## config.mk

```make
export PLATFORM = sky130hd
export DESIGN_NAME = oneshot_retrig
export DESIGN_NICKNAME = d
export VERILOG_FILES = /design/src/rtl/oneshot_pkg.sv /design/src/rtl/oneshot_sync.sv /design/src/rtl/oneshot_edge_qual.sv /design/src/rtl/oneshot_timebase.sv /design/src/rtl/oneshot_retrig.sv
export SDC_FILE = /design/constraint.sdc
export NUM_CORES = 1
export LEC_CHECK = 0
export ABC_CLOCK_PERIOD_IN_PS = 2600
export BUFFER_PORTS_ARGS = -buffer_cell sky130_fd_sc_hd__buf_2
export CORE_MARGIN = 2
export CORE_UTILIZATION = 50
export CTS_BUF_LIST = sky130_fd_sc_hd__clkbuf_8
export CTS_CLUSTER_DIAMETER = 120
export DETAILED_ROUTE_END_ITERATION = 10
export GPL_TIMING_DRIVEN = 0
export PLACE_DENSITY = 0.71
export SYNTH_ARGS = -nofsm -noshare
export SYNTH_HDL_FRONTEND = slang
export SYNTH_HIERARCHICAL = 1
export SYNTH_SLANG_ARGS = --single-unit
```

## constraint.sdc

```tcl
create_clock -name clk -period 2.6 [get_ports clk]
set_input_delay 0.26 -clock clk [delete_from_list [all_inputs] [get_ports clk]]
set_output_delay 0.26 -clock clk [all_outputs]
set_load 0.1 [all_outputs]
```

## src/rtl/oneshot_pkg.sv

```systemverilog
package oneshot_pkg;
  localparam int unsigned IN_BITS   = 3;
  localparam int unsigned IX_POS    = 0;
  localparam int unsigned IX_NEG    = 1;
  localparam int unsigned IX_RTG    = 2;
  localparam int unsigned END_RISES = 2;

  typedef struct packed {
    logic fire;
    logic extend;
  } trig_evt_t;
endpackage

```

## src/rtl/oneshot_sync.sv

```systemverilog
module oneshot_sync #(
  parameter int unsigned N = 3
) (
  input  logic         clk,
  input  logic         rst,
  input  logic [N-1:0] din,
  output logic [N-1:0] cur,
  output logic [N-1:0] prev
);
  for (genvar i = 0; i < N; i++) begin : g_bit
    logic [2:0] sh;
    always_ff @(posedge clk) begin
      if (rst) sh <= '0;
      else     sh <= {sh[1:0], din[i]};
    end
    assign cur[i]  = sh[1];
    assign prev[i] = sh[2];
  end
endmodule

```

## src/rtl/oneshot_edge_qual.sv

```systemverilog
module oneshot_edge_qual
  import oneshot_pkg::*;
(
  input  logic [IN_BITS-1:0] cur,
  input  logic [IN_BITS-1:0] prev,
  output trig_evt_t          evt
);
  logic p_rise, n_fall, unused_prev;

  assign p_rise      = cur[IX_POS] & ~prev[IX_POS];
  assign n_fall      = ~cur[IX_NEG] & prev[IX_NEG];
  assign unused_prev = prev[IX_RTG];

  always_comb begin
    evt.fire   = (p_rise & ~cur[IX_NEG]) | (n_fall & cur[IX_POS]);
    evt.extend = p_rise & ~cur[IX_NEG] & cur[IX_RTG];
  end
endmodule

```

## src/rtl/oneshot_timebase.sv

```systemverilog
module oneshot_timebase
  import oneshot_pkg::*;
#(
  parameter int unsigned HALF_CYC = 4
) (
  input  logic clk,
  input  logic rst,
  input  logic clr,
  input  logic start,
  input  logic run,
  input  logic extend,
  output logic tap,
  output logic end_hit
);
  localparam int unsigned PH_W = (HALF_CYC > 1) ? $clog2(HALF_CYC) : 1;
  localparam int unsigned RC_W = $clog2(END_RISES + 1);

  logic [PH_W-1:0] ph;
  logic [RC_W-1:0] rises;
  logic            wrap, rise;

  assign wrap    = (ph == PH_W'(HALF_CYC - 1));
  assign rise    = run & wrap & ~tap;
  assign end_hit = rise & ~extend & (rises == RC_W'(END_RISES - 1));

  always_ff @(posedge clk) begin
    if (rst || clr) begin
      ph    <= '0;
      tap   <= 1'b0;
      rises <= '0;
    end else if (start) begin
      ph    <= '0;
      tap   <= 1'b1;
      rises <= RC_W'(1);
    end else if (run) begin
      if (end_hit) begin
        ph    <= '0;
        tap   <= 1'b0;
        rises <= '0;
      end else begin
        ph <= wrap ? '0 : ph + 1'b1;
        if (wrap) tap <= ~tap;
        if (extend)    rises <= '0;
        else if (rise) rises <= rises + 1'b1;
      end
    end
  end
endmodule

```

## src/rtl/oneshot_retrig.sv

```systemverilog
module oneshot_retrig
  import oneshot_pkg::*;
#(
  parameter int unsigned HALF_CYC = 4
) (
  input  logic clk,
  input  logic rst,
  input  logic mr,
  input  logic trig_pos,
  input  logic trig_neg,
  input  logic retrig_en,
  output logic pulse_o,
  output logic pulse_n,
  output logic osc_o
);
  logic [IN_BITS-1:0] raw, s_cur, s_prev;
  trig_evt_t          evt;
  logic               active, start, end_hit;

  always_comb begin
    raw         = '0;
    raw[IX_POS] = trig_pos;
    raw[IX_NEG] = trig_neg;
    raw[IX_RTG] = retrig_en;
  end

  oneshot_sync #(.N(IN_BITS)) u_sync (
    .clk (clk),
    .rst (rst),
    .din (raw),
    .cur (s_cur),
    .prev(s_prev)
  );

  oneshot_edge_qual u_qual (
    .cur (s_cur),
    .prev(s_prev),
    .evt (evt)
  );

  assign start = ~active & evt.fire & ~mr;

  oneshot_timebase #(.HALF_CYC(HALF_CYC)) u_tb (
    .clk    (clk),
    .rst    (rst),
    .clr    (mr),
    .start  (start),
    .run    (active),
    .extend (active & evt.extend),
    .tap    (osc_o),
    .end_hit(end_hit)
  );

  always_ff @(posedge clk) begin
    if (rst || mr) begin
      active  <= 1'b0;
      pulse_n <= 1'b1;
    end else if (start) begin
      active  <= 1'b1;
      pulse_n <= 1'b0;
    end else if (end_hit) begin
      active  <= 1'b0;
      pulse_n <= 1'b1;
    end
  end

  assign pulse_o = active;
endmodule

```

==> run metrics <==
Nets 86; P&R area growth vs syn 16.09%; Starting DRT DRC Count 5; largest net degree at the start of global routing 14; # DRC 0; Cells after Synth 65; vias per inst 4.913; CTS tree built; crit path DAT 1870 ps; Die Width 40.14 µm; Slew HR 68.02%; CTS Hold Bufs 0; routed via count 452; Die H 40.14 µm; MaxCap Viol Count 0; fraction of layout cells with a size suffix above 1 31.17%; clk_lat worst skew 240 ps; WL final 987 µm; crit path max fanout 5; H-tree depth 1; router iterations before antenna repair 4; Final Cell Area 758.2 µm²; dpl cell area 711.9 µm²; Ports 9; Req. time, crit path 2740 ps; Fin Hold WS 218.4 ps; power after layout 453.9 µW; Pwr Density 598.6 nW/µm²; core area 1252 µm²; slew at the pin with the worst max-slew slack 483.0 ps; cells resized by post-CTS repair 0; Reg clk slew, reported paths 60 ps; port bufs 8; postcts setup bufs 0; YS warnings 6; startpoint types register; crit path kind reg2reg; ANT cells 0; initial antenna violation count 0; DP Wirelength 706.2 µm; wire length per cell 10.73 µm; worst slack, placed 885.6 ps; vias in the first global route 364; global-route wire length before repair 1.538 mm; skew final 0.3806 ps; Hold Path Class in2reg; Tot GR Track Use 15.42%; Crit. End Element register; minimum clock period 1733 ps; Finished Layout Cells 92; Max Fclk 577.1 MHz; Final Slew Violations 0; worst setup margin 867.1 ps; setup_tns 0 ps; mapped cell area 653.1 µm²; status complete, no violations; Inserted Clock Buffers 3; Die ar. 1611 µm²; CTS sink count 15; routability-driven placement congestion ratio 0.6913; placed insts 88; Longest Clk Path Bufs 2; Leak 0.3116 nW; number of hold violations in the final report 0; # setup viols final 0; CTS root buf clkbuf_8; Starting Density 52.15%; GR Overflow Total 0; unrepaired setup endpoints after global routing no; Syn Area/Cell 10.05 µm²; final period utilization 66.65%; maximum VDD drop 398.4 µV; row count 13; Syn Nets 73; Final Util 60.54%; internal reg-to-reg setup slack 870 ps; post-route ant nets 0
## area by class of cell
type	instances	area [µm²]
flip-flops and latches	15	300.3
fillers	105	494.2
well taps	15	18.77
inverters	3	11.26
clock buffers	3	41.29
multi-input cells	42	304.0
plain buffers	5	37.54
clock inverters	1	5.005
repair buffers	8	40.04
## path summary, 6_finish.rpt
check	from	endpoint	cells after the start
max	u_sync/g_bit[0].sh[2]$_SDFF_PP0_	u_tb/rises[1]$_SDFFE_PP0P_	7
min	retrig_en	u_sync/g_bit[2].sh[0]$_SDFF_PP0_	2
max reg2reg	u_sync/g_bit[0].sh[2]$_SDFF_PP0_	u_tb/rises[1]$_SDFFE_PP0P_	7
min reg2reg	u_sync/g_bit[1].sh[0]$_SDFF_PP0_	u_sync/g_bit[1].sh[1]$_SDFF_PP0_	1
## worst max-delay path: stages, from the launching register on
cell and delay (ps):
dfxtp_1 290, buf_4 120, nor2b_1 130, nor3b_2 190, and2b_2 170, nor2b_1 300
nor3_1 150, a32o_1 270
## sequential cells by signal, indices dropped and copies added, names as in the netlist
signal / cells
u_tb/rises: 2
u_tb/tap: 1
u_sync/g_bit.sh: 8
u_tb/ph: 2
pulse_o: 1
pulse_n: 1
## metal layers
metal  wire (µm)  share of wire (%)  global-route usage (%)
met4           6               0.61                   12.93
met2         406                 41                   19.35
met3          30                3.0                   5.000
met1         544                 55                   20.83
met5           0                  0                       0
## where the power goes
part	total [mW]	switching, mW	internal [mW]
sequential	0.239	0.00294	0.236
combinational	0.0307	0.0171	0.0136
clock	0.184	0.0780	0.106
total	0.454	0.0980	0.356
## cell usage in the layout (no fill, tap or decap), types with 2 or more instances in the layout
cell type and n:
dfxtp_1 15, nor2_1 7, clkbuf_8 3, ha_1 2, buf_4 5, o21ai_0 2, buf_2 8, nor2b_1 11
inv_1 3
Note: power is estimated with default switching activity, not from simulation.
